==> src/rtl/mesi_line_ctrl.sv <==
module mesi_line_ctrl #(
  parameter int ADDR_W = 12,
  parameter int IDX_W  = 3
) (
  input  logic              clk,
  input  logic              rst_n,
  input  logic              cpu_req,
  input  logic              cpu_we,
  input  logic [ADDR_W-1:0] cpu_addr,
  output logic              cpu_done,
  output logic              bus_req,
  output logic [1:0]        bus_cmd,
  output logic [ADDR_W-1:0] bus_addr,
  input  logic              bus_gnt,
  input  logic              bus_shared_in,
  input  logic              snp_valid,
  input  logic [1:0]        snp_cmd,
  input  logic [ADDR_W-1:0] snp_addr,
  output logic              snp_shared,
  output logic              snp_modified
);
  localparam int SETS  = 1 << IDX_W;
  localparam int TAG_W = ADDR_W - IDX_W;

  localparam logic [1:0] ST_I = 2'd0, ST_S = 2'd1, ST_E = 2'd2, ST_M = 2'd3;
  localparam logic [1:0] C_RD = 2'd0, C_RDX = 2'd1, C_UPG = 2'd2, C_WB = 2'd3;

  logic [TAG_W-1:0]  tag_q [SETS];
  logic [1:0]        st_q  [SETS];
  logic              busy_q;
  logic [1:0]        cmd_q;
  logic [ADDR_W-1:0] addr_q;

  wire [IDX_W-1:0] cidx = cpu_addr[IDX_W-1:0];
  wire [TAG_W-1:0] ctag = cpu_addr[ADDR_W-1:IDX_W];
  wire [IDX_W-1:0] sidx = snp_addr[IDX_W-1:0];
  wire [TAG_W-1:0] stag = snp_addr[ADDR_W-1:IDX_W];
  wire [IDX_W-1:0] ridx = addr_q[IDX_W-1:0];

  wire chit = st_q[cidx] != ST_I && tag_q[cidx] == ctag;
  wire shit = st_q[sidx] != ST_I && tag_q[sidx] == stag;
  wire snp_kill = snp_valid && shit && (snp_cmd == C_RDX || snp_cmd == C_UPG);

  assign cpu_done     = !busy_q && cpu_req && !snp_valid && chit &&
                        !(cpu_we && st_q[cidx] == ST_S);
  assign bus_req      = busy_q;
  assign bus_cmd      = cmd_q;
  assign bus_addr     = addr_q;
  assign snp_shared   = snp_valid && shit;
  assign snp_modified = snp_valid && shit && st_q[sidx] == ST_M;

  wire start = !busy_q && cpu_req && !snp_valid && !cpu_done;

  always_ff @(posedge clk) begin
    if (!rst_n) begin
      for (int i = 0; i < SETS; i++) begin
        st_q[i]  <= ST_I;
        tag_q[i] <= '0;
      end
      busy_q <= 1'b0;
      cmd_q  <= C_RD;
      addr_q <= '0;
    end else begin
      if (snp_valid && shit) begin
        if (snp_cmd == C_RD && (st_q[sidx] == ST_M || st_q[sidx] == ST_E))
          st_q[sidx] <= ST_S;
        else if (snp_cmd == C_RDX || snp_cmd == C_UPG)
          st_q[sidx] <= ST_I;
      end
      if (cpu_done && cpu_we)
        st_q[cidx] <= ST_M;
      if (start) begin
        busy_q <= 1'b1;
        if (chit) begin
          cmd_q  <= C_UPG;
          addr_q <= cpu_addr;
        end else if (st_q[cidx] == ST_M) begin
          cmd_q  <= C_WB;
          addr_q <= {tag_q[cidx], cidx};
        end else begin
          cmd_q  <= cpu_we ? C_RDX : C_RD;
          addr_q <= cpu_addr;
        end
      end
      if (busy_q && snp_valid && snp_addr == addr_q) begin
        if (cmd_q == C_WB && shit)
          busy_q <= 1'b0;
        else if (cmd_q == C_UPG && snp_kill)
          cmd_q <= C_RDX;
      end
      if (busy_q && bus_gnt) begin
        busy_q <= 1'b0;
        case (cmd_q)
          C_RD: begin
            st_q[ridx]  <= bus_shared_in ? ST_S : ST_E;
            tag_q[ridx] <= addr_q[ADDR_W-1:IDX_W];
          end
          C_RDX: begin
            st_q[ridx]  <= ST_M;
            tag_q[ridx] <= addr_q[ADDR_W-1:IDX_W];
          end
          C_UPG:   st_q[ridx] <= ST_M;
          default: st_q[ridx] <= ST_I;
        endcase
      end
    end
  end

  AST_RESET_IDLE: assert property (@(posedge clk) !rst_n |=> !bus_req);
  AST_FILL_EXCL: assert property (@(posedge clk) disable iff (!rst_n)
    bus_req && bus_gnt && bus_cmd == C_RD && !bus_shared_in |=> st_q[ridx] == ST_E);
  AST_WRITE_HIT_M: assert property (@(posedge clk) disable iff (!rst_n)
    cpu_done && cpu_we |=> st_q[$past(cidx)] == ST_M);
  AST_UPG_ON_SHARED: assert property (@(posedge clk) disable iff (!rst_n)
    bus_req && bus_cmd == C_UPG |-> st_q[ridx] == ST_S);
  AST_SNP_INVAL: assert property (@(posedge clk) disable iff (!rst_n)
    snp_kill |=> st_q[$past(sidx)] == ST_I);
  AST_WB_DIRTY: assert property (@(posedge clk) disable iff (!rst_n)
    bus_req && bus_cmd == C_WB |-> st_q[ridx] == ST_M);
  AST_NO_DONE_SNOOP: assert property (@(posedge clk) disable iff (!rst_n)
    snp_valid |-> !cpu_done);
  AST_REQ_ADDR_HELD: assert property (@(posedge clk) disable iff (!rst_n)
    bus_req && !bus_gnt && !snp_valid |=> !bus_req || $stable(bus_addr));
endmodule

==> config.mk <==
export PLATFORM = sky130hd
export DESIGN_NAME = mesi_line_ctrl
export DESIGN_NICKNAME = d
export VERILOG_FILES = /design/src/rtl/mesi_line_ctrl.sv
export SDC_FILE = /design/constraint.sdc
export NUM_CORES = 1
export LEC_CHECK = 0
export BUFFER_PORTS_ARGS = -buffer_cell sky130_fd_sc_hd__buf_2
export CORE_MARGIN = 2
export CORE_UTILIZATION = 40
export DETAILED_ROUTE_END_ITERATION = 6
export PLACE_DENSITY = 0.56
export REMOVE_ABC_BUFFERS = 1
export SLEW_MARGIN = 20
export SYNTH_ARGS = -nofsm -noshare
export SYNTH_HDL_FRONTEND = slang
export SYNTH_SLANG_ARGS = --single-unit
==> constraint.sdc <==
create_clock -name clk -period 3.9 [get_ports clk]
set_input_delay 0.39 -clock clk [delete_from_list [all_inputs] [get_ports clk]]
set_output_delay 0.39 -clock clk [all_outputs]
set_load 0.05 [all_outputs]
==> flow_summary.yaml, run 1 <==
outcome:
  status: "finished, final reports clean"
floorplanning:
  initial_utilization_pct: 40.7
  die-width_um: 131
  dieArea_mm2: 0.0172
  fp.coreArea_mm2: 0.0158
  core_rows: 46
  floorplan.io_pins: 51
  floorplan.die.height_um: 131
power_and_ir_drop:
  netSwitchingPower_uw: 723
  pwr-share-seq_pct: 50.1
  pwr-share-clk_pct: 33.6
  pwr_density_cell_mw_per_mm2: 350
  p_int_mw: 1.83
  vdd.ir_drop.worst_v: 0.000202
  combPwrFrac_pct: 16.3
  power.switching_fraction_pct: 28.3
  power.static_leakage_nw: 2.66
clocking:
  cts-resized-gates: 0
  ctsHoldBuffers: 0
  clock_tree_from_tritoncts: "yes"
  clock_latency_ns: 0.36
  htreeDepth: 3
  cts.repair_timing.setup_buffer_count: 0
  clk_transition_reported_paths_ns: 0.07
  cts_made_buffers: 9
  clock-root-buffer: "sky130_fd_sc_hd__clkbuf_16"
  cts_sinks: 103
  cts_buffer_depth: 2
setup_path:
  cp_max_fo: 16
  regToRegSetupSlack_ns: 0.75
  worst_setup_path_startpoint: "cpu_addr[1]"
  worst_setup_path_endpoint: "cpu_done"
  source_of_the_worst_register_to_register_timing_path: "tag_q[7][1]"
  cp.arrival_ns: 3.08
  crit_path_capture_type: "output pin"
  reg2reg_depth: 9
  setup.worst_path.class: "in2out"
  startpoint_type: "input pin"
  worstReg2RegEnd: "st_q[1][1]"
  required_worst_endpoint_ns: 3.51
layout:
  area.growth.synth_to_final_pct: 13.0
  n_antenna_cell: 0
  post_route_cells_drive_above_1_share_pct: 25.6
  layout.cell_area.non_filler_mm2: 0.00729
  design.final.nets: 630
synth:
  yosysWarnings: 0
  yosysMostFrequentCell: "sky130_fd_sc_hd__edfxtp_1"
  syn-cell-area_mm2: 0.00645
  synthCells: 545
  yosys.area.top_type: "sky130_fd_sc_hd__edfxtp_1"
  async_reset_ff_share_pct: 0
  synth_edf_count: 88
  leading_cell_types_by_total_area_after_synthesis: "sky130_fd_sc_hd__edfxtp_1 41%, sky130_fd_sc_hd__mux4_2 10%, sky130_fd_sc_hd__and2_1 7.2%, sky130_fd_sc_hd__dfxtp_1 4.7%, sky130_fd_sc_hd__mux2i_1 3.4%"
  synth-main-ff-cell: "sky130_fd_sc_hd__edfxtp_1"
  yosys_register_bits: 103
  synth_seq_area_share_pct: 45.6
  ys_top_cells_by_count: "88 x sky130_fd_sc_hd__edfxtp_1, 74 x sky130_fd_sc_hd__and2_1, 29 x sky130_fd_sc_hd__mux4_2, 29 x sky130_fd_sc_hd__nand2_1"
  syn_area_per_cell_um2: 11.8
  synthDominantCellAreaShare_pct: 41.0
  post_synth_num_cell_types: 59
route:
  vias_cell: 6.02
  wire_per_inst_um: 25.1
  detailroute.via_count: 4918
  drt-total-wl_um: 20500
  drt-pass1-iter-count: 5
  drtIter0Drc: 430
  route.antenna.remaining_nets: 0
  drc_errors: 0
grt:
  grt_pass1_wl_um: 30100
  grt_remaining_overflow: 0
  grt_pass1_vias: 4876
  pin_count_of_the_biggest_net_entering_global_routing: 26
  globalRouteTotalUtil_pct: 24.7
  antenna_found_initial: 0
timing:
  drv_slew: 0
  layout_min_cycle_time_ns: 3.47
  worst_slew_pin_slew_ns: 1.13
  timing_hold_violations_final: 0
  grt_setup_unrepaired: "no"
  setup_violations: 0
  clock-skew-final_ns: 0.00984
  fin_tns_setup_ns: 0
  max_freq_ghz: 0.288
  slew_headroom_pct: 24.6
  min_period_over_period_pct: 88.9
placed_design:
  placed_cell_area_mm2: 0.00701
  placement.io_buffers: 50
  gp_routability_congestion: 0.908
  hpwl_um: 14600
job:
  cap_violations: 0
hold_path:
  min-delay-start: "cpu_addr[5]"
  worst_hold_path_type: "in2reg"
[worst max-delay path, stage by stage]
cell	delay, ns
sky130_fd_sc_hd__buf_2	0.41
sky130_fd_sc_hd__mux4_1	0.64
sky130_fd_sc_hd__mux2i_1	0.26
sky130_fd_sc_hd__xor2_1	0.36
sky130_fd_sc_hd__nand3_1	0.19
sky130_fd_sc_hd__nor4_4	0.33
sky130_fd_sc_hd__and3_1	0.22
sky130_fd_sc_hd__buf_2	0.27
[placed cells by master, fill, tap and decap left out, drive strengths merged, types with 15 or more instances in the layout]
| master | count |
|---|---|
| o21ai | 29 |
| mux2i | 28 |
| dfxtp | 15 |
| nor2 | 24 |
| buf | 78 |
| edfxtp | 88 |
| mux4 | 34 |
| a21oi | 17 |
| nand2 | 29 |
| and2 | 74 |
[sequential cells by signal, indices dropped and copies added (netlist names)]
register,count
bus_addr,12
st_q,16
tag_q,72
bus_req,1
bus_cmd,2
[worst min path at each step]
stage	cells after the start	to	slack [ns]
detailed placement	2	bus_cmd[0]	0.57
CTS	3	bus_addr[5]	0.34
global placement	2	bus_cmd[0]	0.57
floorplan	1	bus_req	0.54
finish	3	bus_addr[5]	0.34
global route	3	bus_addr[5]	0.35
[logic make-up after synthesis]
group / Yosys count / synth area share (%)
multiplexers: 76 / 20.0
adder cells (fa/ha/maj): 1 / 0.194
flip-flops: 103 / 45.6
buffers and inverters: 47 / 3.38
XOR/XNOR: 23 / 3.36
AND/OR/NAND/NOR: 200 / 17.8
AO/OA/AOI/OAI: 95 / 9.61
[power groups by stage]
stage	clock, mW	combinational [mW]	sequential (mW)
final	0.857	0.417	1.28
after global routing	0.911	0.441	1.29
after CTS	0.866	0.415	1.28
after detailed placement	0	0.412	1.30
after global placement	0	0.404	1.30
after floorplan	0	0.219	1.31
[routing by layer]
layer	up-vias	wire (um)	track usage, %
met4	0	641	10.3
met1	2457	8670	33.4
met3	38	1250	3.38
met5	-	0	0
met2	234	9920	40.2
li1	2189	-	-
[cell type report]
| class | count | area, um^2 |
|---|---|---|
| multi-input cells | 395 | 3290 |
| flip-flops and latches | 103 | 2940 |
| clock inverters | 6 | 45.0 |
| fillers | 1455 | 8540 |
| inverters | 9 | 33.8 |
| well taps | 216 | 270 |
| clock buffers | 10 | 229 |
| repair buffers | 78 | 473 |
[per-stage QoR]
| step | setup slack, ns | std cells | power [mW] | hold slack [ns] | util, % |
|---|---|---|---|---|---|
| after floorplan | 0.0178 | 507 | 1.53 | 0.537 | - |
| after global placement | 0.283 | 801 | 1.71 | 0.569 | 44.3 |
| after detailed placement | 0.196 | 801 | 1.72 | 0.573 | 44.3 |
| after CTS | 0.396 | 817 | 2.56 | 0.338 | 46.0 |
| after global routing | 0.285 | 817 | 2.64 | 0.348 | 46.0 |
| final | 0.433 | 817 | 2.55 | 0.344 | 46.0 |
Note: power is estimated with default switching activity, not from simulation.
==> run 2, diff against run 1 <==
Settings changed: CTS_BUF_LIST set to sky130_fd_sc_hd__clkbuf_4 sky130_fd_sc_hd__clkbuf_8.
==> flow_summary.yaml, run 2 (synthesis gave the netlist of run 1 again) <==
grt:
  busiest_layer: "met2"
  grt.met2_usage_pct: 39.9
  grt_pass1_wl_um: 30000
  pin_count_of_the_biggest_net_entering_global_routing: 26
  globalRouteTotalUtil_pct: 24.7
  grt_pass1_vias: 4852
  gr-usage-met1_pct: 33.7
  grt_remaining_overflow: 0
  global_route.usage.met3_pct: 3.14
  antenna_found_initial: 0
route:
  drc_errors: 0
  drtIter0Drc: 454
  route.antenna.remaining_nets: 0
  drt-total-wl_um: 20600
  wire_per_inst_um: 25.1
  vias_cell: 6.06
  detailroute.via_count: 4953
  drt-pass1-iter-count: 5
clocking:
  cts-resized-gates: 0
  clock-root-buffer: "sky130_fd_sc_hd__clkbuf_8"
  cts_buffer_depth: 2
  cts_made_buffers: 9
  clock_tree_from_tritoncts: "yes"
  cts.repair_timing.setup_buffer_count: 0
  clock_latency_ns: 0.39
  clk_transition_reported_paths_ns: 0.11
  htreeDepth: 3
  ctsHoldBuffers: 0
  cts_sinks: 103
setup_path:
  cp.arrival_ns: 3.10
  source_of_the_worst_register_to_register_timing_path: "tag_q[2][0]"
  worst_setup_path_startpoint: "cpu_addr[1]"
  required_worst_endpoint_ns: 3.51
  setup.worst_path.class: "in2out"
  crit_path_capture_type: "output pin"
  startpoint_type: "input pin"
  cp_max_fo: 16
timing:
  fin_tns_setup_ns: 0
  drv_slew: 0
  slew_headroom_pct: 24.7
  max_freq_ghz: 0.286
  worst_slew_pin_slew_ns: 1.13
  setup_violations: 0
  clock-skew-final_ns: 0.0192
  min_period_over_period_pct: 89.5
  timing_hold_violations_final: 0
  grt_setup_unrepaired: "no"
  layout_min_cycle_time_ns: 3.49
hold_path:
  worst_hold_path_type: "in2reg"
  min-delay-start: "cpu_addr[5]"
job:
  cap_violations: 0
layout:
  design.final.nets: 630
  multi_input_gate_area_in_the_final_layout_mm2: 0.00329
  fill_cells: 1469
  post_route_cells_drive_above_1_share_pct: 25.8
  most_frequent_standard_cell_in_the_layout_excluding_fill_and_tap_cells: "sky130_fd_sc_hd__edfxtp_1"
  leading_cell_types_in_the_layout_fill_and_taps_excluded: "88 x sky130_fd_sc_hd__edfxtp_1, 74 x sky130_fd_sc_hd__and2_1, 50 x sky130_fd_sc_hd__buf_2"
  largest_reg_flops: 72
  seqCellArea_mm2: 0.00294
  area.growth.synth_to_final_pct: 11.5
  register_with_the_most_flip_flops: "tag_q"
placed_design:
  gp_routability_congestion: 0.908
  hpwl_um: 14600
  placement.io_buffers: 50
outcome:
  status: "finished, final reports clean"
floorplanning:
  floorplan.die.height_um: 131
  die-width_um: 131
  dieArea_mm2: 0.0172
  fp.coreArea_mm2: 0.0158
  core_rows: 46
  initial_utilization_pct: 40.7
  floorplan.io_pins: 51
power_and_ir_drop:
  vdd.ir_drop.worst_v: 0.000188
  power.static_leakage_nw: 2.62
  total_power_mw: 2.34
  pwr_density_cell_mw_per_mm2: 325
## run 2: final timing paths
check	slack (ns)	end	cells after the start
max reg2reg	0.75	st_q[1][0]	9
min reg2reg	0.60	bus_cmd[0]	2
max	0.41	cpu_done	8
min	0.30	bus_addr[5]	3
## run 2: final cells by class
type,count,share of cell area [%]
multi-input combinational,395,45.8
sequential,103,40.9
timing repair buffer,78,6.58
tap,216,3.76
clock buffer,10,1.83
clock inverter,6,0.626
inverter,9,0.470
antenna,1,0.0348
## run 2: per-layer routing
metal	vias up	share of wire, %
li1	2186	-
met1	2483	42
met2	243	48
met3	41	6.7
met4	0	3.4
met5	-	0
## run 2: stage by stage
step                util (%)  worst slack, ns  hold slack (ns)  std cells  instance area, um^2
finish                  45.4            0.409            0.297        818                 7190
global route            45.4            0.281            0.303        817                 7190
CTS                     45.4            0.396            0.295        817                 7190
detailed placement      44.3            0.196            0.573        801                 7010
global placement        44.3            0.283            0.569        801                 7010
floorplan                  -           0.0178            0.537        507                 6260
## run 2: report_power, final
group          internal, mW  switching, mW  total (mW)
Combinational         0.160          0.256       0.417
Sequential             1.23         0.0465        1.28
Clock                 0.243          0.399       0.642
## run 2: critical path, stage by stage
cell and delay [ns]:
sky130_fd_sc_hd__buf_2 0.41, sky130_fd_sc_hd__mux4_1 0.64, sky130_fd_sc_hd__mux2i_1 0.26, sky130_fd_sc_hd__xor2_1 0.36, sky130_fd_sc_hd__nand3_1 0.19, sky130_fd_sc_hd__nor4_4 0.34, sky130_fd_sc_hd__and3_1 0.23, sky130_fd_sc_hd__buf_2 0.27
